File: src/rtl/trig_throttle_pkg.sv
package trig_throttle_pkg;
    typedef enum logic {
        WM_XON  = 1'b0,
        WM_XOFF = 1'b1
    } wm_state_e;

    localparam int EN_FE  = 0;
    localparam int EN_RX  = 1;
    localparam int EN_WM  = 2;
    localparam int EN_W   = 3;
endpackage

File: src/rtl/tt_rate_window.sv
module tt_rate_window #(
    parameter int LIMIT = 7,
    parameter int WIN   = 50
) (
    input  logic clk,
    input  logic rst,
    input  logic trig,
    input  logic tick,
    output logic at_limit
);
    localparam int TW = $clog2(WIN + LIMIT + 1) + 1;
    localparam int PW = (LIMIT > 1) ? $clog2(LIMIT) : 1;
    localparam int CW = $clog2(LIMIT + 1);

    logic [TW-1:0] now_q;
    logic [TW-1:0] stamp_q [LIMIT];
    logic [PW-1:0] rd_q, wr_q;
    logic [CW-1:0] cnt_q, cnt_d;
    logic [TW-1:0] age;
    logic          full, expire, pop;

    function automatic logic [PW-1:0] ptr_inc(input logic [PW-1:0] p);
        return (p == PW'(LIMIT - 1)) ? '0 : p + PW'(1);
    endfunction

    always_comb begin
        age      = now_q - stamp_q[rd_q];
        full     = (cnt_q == CW'(LIMIT));
        expire   = (cnt_q != '0) && (age >= TW'(WIN));
        pop      = expire || (trig && full);
        at_limit = full && !expire;
        unique case ({trig, pop})
            2'b10:   cnt_d = cnt_q + CW'(1);
            2'b01:   cnt_d = cnt_q - CW'(1);
            default: cnt_d = cnt_q;
        endcase
    end

    always_ff @(posedge clk) begin
        if (rst) begin
            now_q <= '0;
            rd_q  <= '0;
            wr_q  <= '0;
            cnt_q <= '0;
            for (int i = 0; i < LIMIT; i++) stamp_q[i] <= '0;
        end else begin
            if (tick) now_q <= now_q + TW'(1);
            if (trig) begin
                stamp_q[wr_q] <= now_q;
                wr_q          <= ptr_inc(wr_q);
            end
            if (pop) rd_q <= ptr_inc(rd_q);
            cnt_q <= cnt_d;
        end
    end


    cnt_no_growth_chk: assert property (@(posedge clk) disable iff (rst)
        !trig |=> cnt_q <= $past(cnt_q));


    full_keeps_newest_chk: assert property (@(posedge clk) disable iff (rst)
        (trig && full) |=> (cnt_q == CW'(LIMIT)));
endmodule

File: src/rtl/tt_wm_cell.sv
module tt_wm_cell
    import trig_throttle_pkg::*;
#(
    parameter int OCC_W   = 10,
    parameter int HI_MARK = 768,
    parameter int LO_MARK = 256
) (
    input  logic             clk,
    input  logic             rst,
    input  logic [OCC_W-1:0] occ,
    output logic             xoff
);
    wm_state_e st_q, st_d;

    always_ff @(posedge clk) begin
        if (rst) st_q <= WM_XON;
        else     st_q <= st_d;
    end

    always_comb begin
        st_d = st_q;
        unique case (st_q)
            WM_XON:  if (occ >= OCC_W'(HI_MARK)) st_d = WM_XOFF;
            WM_XOFF: if (occ <= OCC_W'(LO_MARK)) st_d = WM_XON;
            default: st_d = WM_XON;
        endcase
    end

    assign xoff = (st_q == WM_XOFF);


    high_mark_xoff_chk: assert property (@(posedge clk) disable iff (rst)
        (occ >= OCC_W'(HI_MARK)) |=> xoff);


    band_hold_chk: assert property (@(posedge clk) disable iff (rst)
        (xoff && occ > OCC_W'(LO_MARK)) |=> xoff);
endmodule

File: src/rtl/trig_throttle.sv
module trig_throttle
    import trig_throttle_pkg::*;
#(
    parameter int FE_LIMIT = 7,
    parameter int FE_WIN   = 50,
    parameter int RX_LIMIT = 100,
    parameter int RX_WIN   = 1000,
    parameter int NBUF     = 4,
    parameter int OCC_W    = 10,
    parameter int HI_MARK  = 768,
    parameter int LO_MARK  = 256
) (
    input  logic                  clk,
    input  logic                  rst,
    input  logic                  trig_i,
    input  logic                  tick_i,
    input  logic [2:0]            prot_en_i,
    input  logic [NBUF*OCC_W-1:0] occ_i,
    output logic                  busy_o,
    output logic [NBUF-1:0]       xoff_o
);
    logic fe_term, rx_term, wm_term, busy_d;

    tt_rate_window #(.LIMIT(FE_LIMIT), .WIN(FE_WIN)) u_fe_win (
        .clk(clk), .rst(rst), .trig(trig_i), .tick(tick_i), .at_limit(fe_term)
    );

    tt_rate_window #(.LIMIT(RX_LIMIT), .WIN(RX_WIN)) u_rx_win (
        .clk(clk), .rst(rst), .trig(trig_i), .tick(tick_i), .at_limit(rx_term)
    );

    for (genvar b = 0; b < NBUF; b++) begin : g_buf
        tt_wm_cell #(.OCC_W(OCC_W), .HI_MARK(HI_MARK), .LO_MARK(LO_MARK)) u_cell (
            .clk(clk), .rst(rst), .occ(occ_i[b*OCC_W +: OCC_W]), .xoff(xoff_o[b])
        );
    end

    assign wm_term = |xoff_o;

    always_comb begin
        busy_d = (prot_en_i[EN_FE] & fe_term)
               | (prot_en_i[EN_RX] & rx_term)
               | (prot_en_i[EN_WM] & wm_term);
    end

    always_ff @(posedge clk) begin
        if (rst) busy_o <= 1'b0;
        else     busy_o <= busy_d;
    end


    all_disabled_idle_chk: assert property (@(posedge clk) disable iff (rst)
        (prot_en_i == 3'b000) |=> !busy_o);
endmodule

File: config.mk
export PLATFORM = sky130hd
export DESIGN_NAME = trig_throttle
export DESIGN_NICKNAME = d
export VERILOG_FILES = /design/src/rtl/trig_throttle_pkg.sv /design/src/rtl/tt_rate_window.sv /design/src/rtl/tt_wm_cell.sv /design/src/rtl/trig_throttle.sv
export SDC_FILE = /design/constraint.sdc
export NUM_CORES = 2
export LEC_CHECK = 0
export ABC_AREA = 0
export ABC_CLOCK_PERIOD_IN_PS = 12400
export BUFFER_PORTS_ARGS = -buffer_cell sky130_fd_sc_hd__buf_2
export CAP_MARGIN = 20
export CORE_MARGIN = 5
export CORE_UTILIZATION = 51
export CTS_CLUSTER_SIZE = 24
export DETAILED_ROUTE_END_ITERATION = 8
export HOLD_SLACK_MARGIN = 0.03
export PLACE_DENSITY = 0.73
export SETUP_SLACK_MARGIN = 0.3
export SLEW_MARGIN = 10
export SYNTH_ARGS = -nofsm -noshare
export SYNTH_HDL_FRONTEND = slang
export SYNTH_SLANG_ARGS = --single-unit
File: constraint.sdc
create_clock -name clk -period 12.4 [get_ports clk]
set_input_delay 2.48 -clock clk [delete_from_list [all_inputs] [get_ports clk]]
set_output_delay 2.48 -clock clk [all_outputs]
set_load 0.1 [all_outputs]
==> impl_metrics.yaml <==
grt:
  grt_first_pass_wirelength_mm: 266
  grt_max_degree: 159
  antenna_found_initial: 6
  gr-total-overflow: 0
  grt_pass1_vias: 40000
  grt_usage_pct: 23.6
setup_path:
  cp_top_family: "compound AO/OA/AOI/OAI gates"
  cp_cell_sequence: "buf_4 -> mux4_2 -> mux4_2 -> mux4_2 -> mux2_2 -> ha_1 -> nor2b_1 -> o2111a_1 -> o21a_1 -> a21oi_1 -> o21ai_0 -> xor2_1 -> xor2_1 -> o21ai_0 -> inv_1 -> ha_1 -> nor2b_1 -> o21ai_0 -> nand2b_1 -> a21o_1 -> a21oi_1 -> and4_1 -> o21ai_0 -> nor3b_1"
  path_class: "reg -> reg"
  cpMaxStageDelayCell: "buf_4"
  cp_max_fo: 48
  critPathRequiredTime_ps: 13060
  path_buf_inv: 2
  start_kind: "flop"
  crit_end: "u_rx_win.cnt_q[6]$_SDFFE_PP0P_"
  crit_cells: 24
  crit_path_max_incr_delay_ps: 880
  ff2ff_path_depth: 24
  worst_ep_arrival_time_ps: 8870
  crit_top_cell: "o21ai_0"
  worstSetupEndpointType: "flop"
  regToRegSetupSlack_ps: 4190
  r2r_end: "u_rx_win.cnt_q[6]$_SDFFE_PP0P_"
clock_network:
  cts_setup_buffers: 0
  clkSinkCount: 1656
  ctsHoldBuffers: 0
  clk_latency_ps: 810
  cts_tree: "done"
  root_buffer: "clkbuf_16"
  cts_max_level: 4
  cts_resized: 0
  cts_buffer_depth: 3
  path_clk_slew_ps: 60
  numCtsBuffers: 166
sta:
  setup-violations-final: 0
  clock_skew_ps: 29.1
  rsz0062_at_grt: "no"
  clock.fmax_ghz: 0.122
  hold_slack_ps: 487
  min_period_over_period_pct: 66.2
  finalSetupTns_ps: 0
  tightest_slew_ps: 1160
  period_needed_ps: 8210
  slew_viol_final: 0
  hold_viol: 0
  final.setup.worst_slack_ps: 4190
  slew_headroom_pct: 21.9
logic_synthesis:
  synth_flop_cell: "edfxtp_1"
  synth_nets: 4657
  ys_async_sr_fraction_pct: 0
  ys_seq_area_share_pct: 66.0
  synth_edf_count: 1585
  syn_avg_cell_area_um2: 16.2
  synth_area_um2: 74300
  synthDistinctLibCells: 69
  synth_seq_cells: 1656
  syn-instance-count: 4579
  yosysWarnings: 0
min_path:
  hold_class: "reg -> reg"
routing:
  routed_wl_mm: 179
  drt-vias-per-instance: 6.13
  wl_per_cell_um: 27.6
  route.detailed.drc: 0
  firstDrtPassIters: 6
  vias: 39800
  ant_nets: 0
  drt-initial-drc-count: 4822
finish:
  nets: 4517
  design_area_um2: 81100
  final_common_cell: "edfxtp_1"
  area_delta_synth_final_pct: 9.20
  mostFrequentLayoutCells: "edfxtp_1 (1585), and2_1 (1042), mux4_2 (504)"
  nFillCells: 10800
  layout-drive-gt1-share_pct: 22.7
floorplanning:
  io_pins: 52
  std_cell_rows: 140
  core-area_um2: 145000
  die_x_um: 392
  die_h_um: 392
  die-area_um2: 153000
  initial_utilization_pct: 51.2
flow_run:
  cap_violations: 0
pwr:
  power_leakage_nw: 27.2
  vdd_drop_max_v: 0.000133
  power.density_nw_per_um2: 168
  p_total_mw: 13.6
placed_design:
  post-dp-hpwl_mm: 107
  gp_congestion: 0.858
  dp_slack_ps: 4260
  placedInstanceArea_um2: 76000
  io_buffers: 51
status:
  status: "complete, no violations"
[layer usage]
layer / wire length [um] / share of wire, % / GRT usage (%)
met2: 85900 / 48 / 37.2
met5: 16 / 0.0089 / 0
met3: 18400 / 10 / 6.68
met1: 68900 / 38 / 31.9
met4: 6200 / 3.5 / 8.40
[layout make-up]
class | instances | area, um2 | area share, %
flip-flops and latches | 1656 | 49100 | 60.5
multi-input cells | 2455 | 23400 | 28.9
clock buffers | 219 | 4450 | 5.48
well taps | 1917 | 2400 | 2.96
repair buffers | 140 | 977 | 1.20
clock inverters | 84 | 718 | 0.885
inverters | 20 | 80.1 | 0.0987
diodes | 1 | 2.50 | 0.00308
[registers in the layout, summed over array words and instances, names as in the netlist, named ones only]
register and count:
u_rx_win.stamp_q 1536, u_fe_win.stamp_q 56, u_rx_win.now_q 12, u_fe_win.now_q 7
u_rx_win.cnt_q 7, u_rx_win.rd_q 7, u_rx_win.wr_q 7, g_buf.u_cell.xoff 4
u_fe_win.cnt_q 3, u_fe_win.rd_q 3, u_fe_win.wr_q 3, busy_o 1
[cells by family after synthesis]
kind of cell             share of synthesized area, %
AND/OR/NAND/NOR                                  13.3
flip-flops                                       66.0
multiplexers                                     16.2
buffers and inverters                            2.56
AO/OA/AOI/OAI                                   0.975
XOR/XNOR                                        0.389
adder cells (fa/ha/maj)                         0.562
[metrics by stage]
stage	instances	util, %
final	6492	55.9
after global routing	6491	55.9
after CTS	6490	55.9
after detailed placement	6187	52.3
after global placement	6187	52.3
after floorplan	4579	-
[cells in the mapped netlist (4+ instances only)]
master,instances,area [um2]
buf_1,29,109
dfxtp_1,71,1420
and3_1,10,62.6
nand3b_1,6,45.0
nand2_1,53,199
and2_1,1042,6520
xnor2_1,11,96.3
nor3_1,211,1060
mux2_4,7,105
ha_1,27,338
a211oi_1,7,52.6
fa_1,4,80.1
nand3_1,17,85.1
xor2_1,22,193
nor2b_1,22,138
nand2b_1,11,68.8
inv_1,18,67.6
clkbuf_1,358,1340
nand4_1,11,68.8
buf_4,13,97.6
edfxtp_1,1585,47600
a21boi_0,4,30.0
mux4_2,504,11400
a21oi_1,28,140
or3_1,5,31.3
nor4_1,14,87.6
a21o_1,8,60.1
o21ai_0,22,110
or2_2,110,688
nor2_1,191,717
mux2_2,5,56.3
mux2i_1,48,480
buf_2,42,210
a31oi_1,6,37.5
[worst min path at each step]
stage / from / endpoint / slack (ps) / cells past startpoint
2_1_floorplan: u_fe_win.stamp_q[6][0]$_SDFFE_PP0P_ / u_fe_win.stamp_q[6][0]$_SDFFE_PP0P_ / 450 / 2
3_3_place_gp: u_fe_win.stamp_q[6][4]$_SDFFE_PP0P_ / u_fe_win.stamp_q[6][4]$_SDFFE_PP0P_ / 480 / 2
3_5_place_dp: u_fe_win.stamp_q[6][5]$_SDFFE_PP0P_ / u_fe_win.stamp_q[6][5]$_SDFFE_PP0P_ / 480 / 2
4_1_cts: g_buf[3].u_cell.xoff$_SDFF_PP0_ / g_buf[3].u_cell.xoff$_SDFF_PP0_ / 490 / 2
5_1_grt: g_buf[0].u_cell.xoff$_SDFF_PP0_ / g_buf[0].u_cell.xoff$_SDFF_PP0_ / 500 / 2
6_report: u_rx_win.rd_q[1]$_SDFFE_PP0N_ / flop / 490 / 2
[worst register-to-register path: cells and delay by family, from the launching register on]
kind	cells	cell delay, ps
and+or+nand+nor	5	820
xor gates and xnor gates	2	530
adders and majority gates	2	550
DFF	1	850
AOI/OAI and AO/OA	9	2240
buffers and inverters	2	1110
muxes	4	1950
[power breakdown]
| part | switching [mW] | internal [mW] |
|---|---|---|
| clock | 2.12 | 2.72 |
| sequential | 0.135 | 6.29 |
| combinational | 1.20 | 1.14 |
Power figures use the tool's default switching activity.
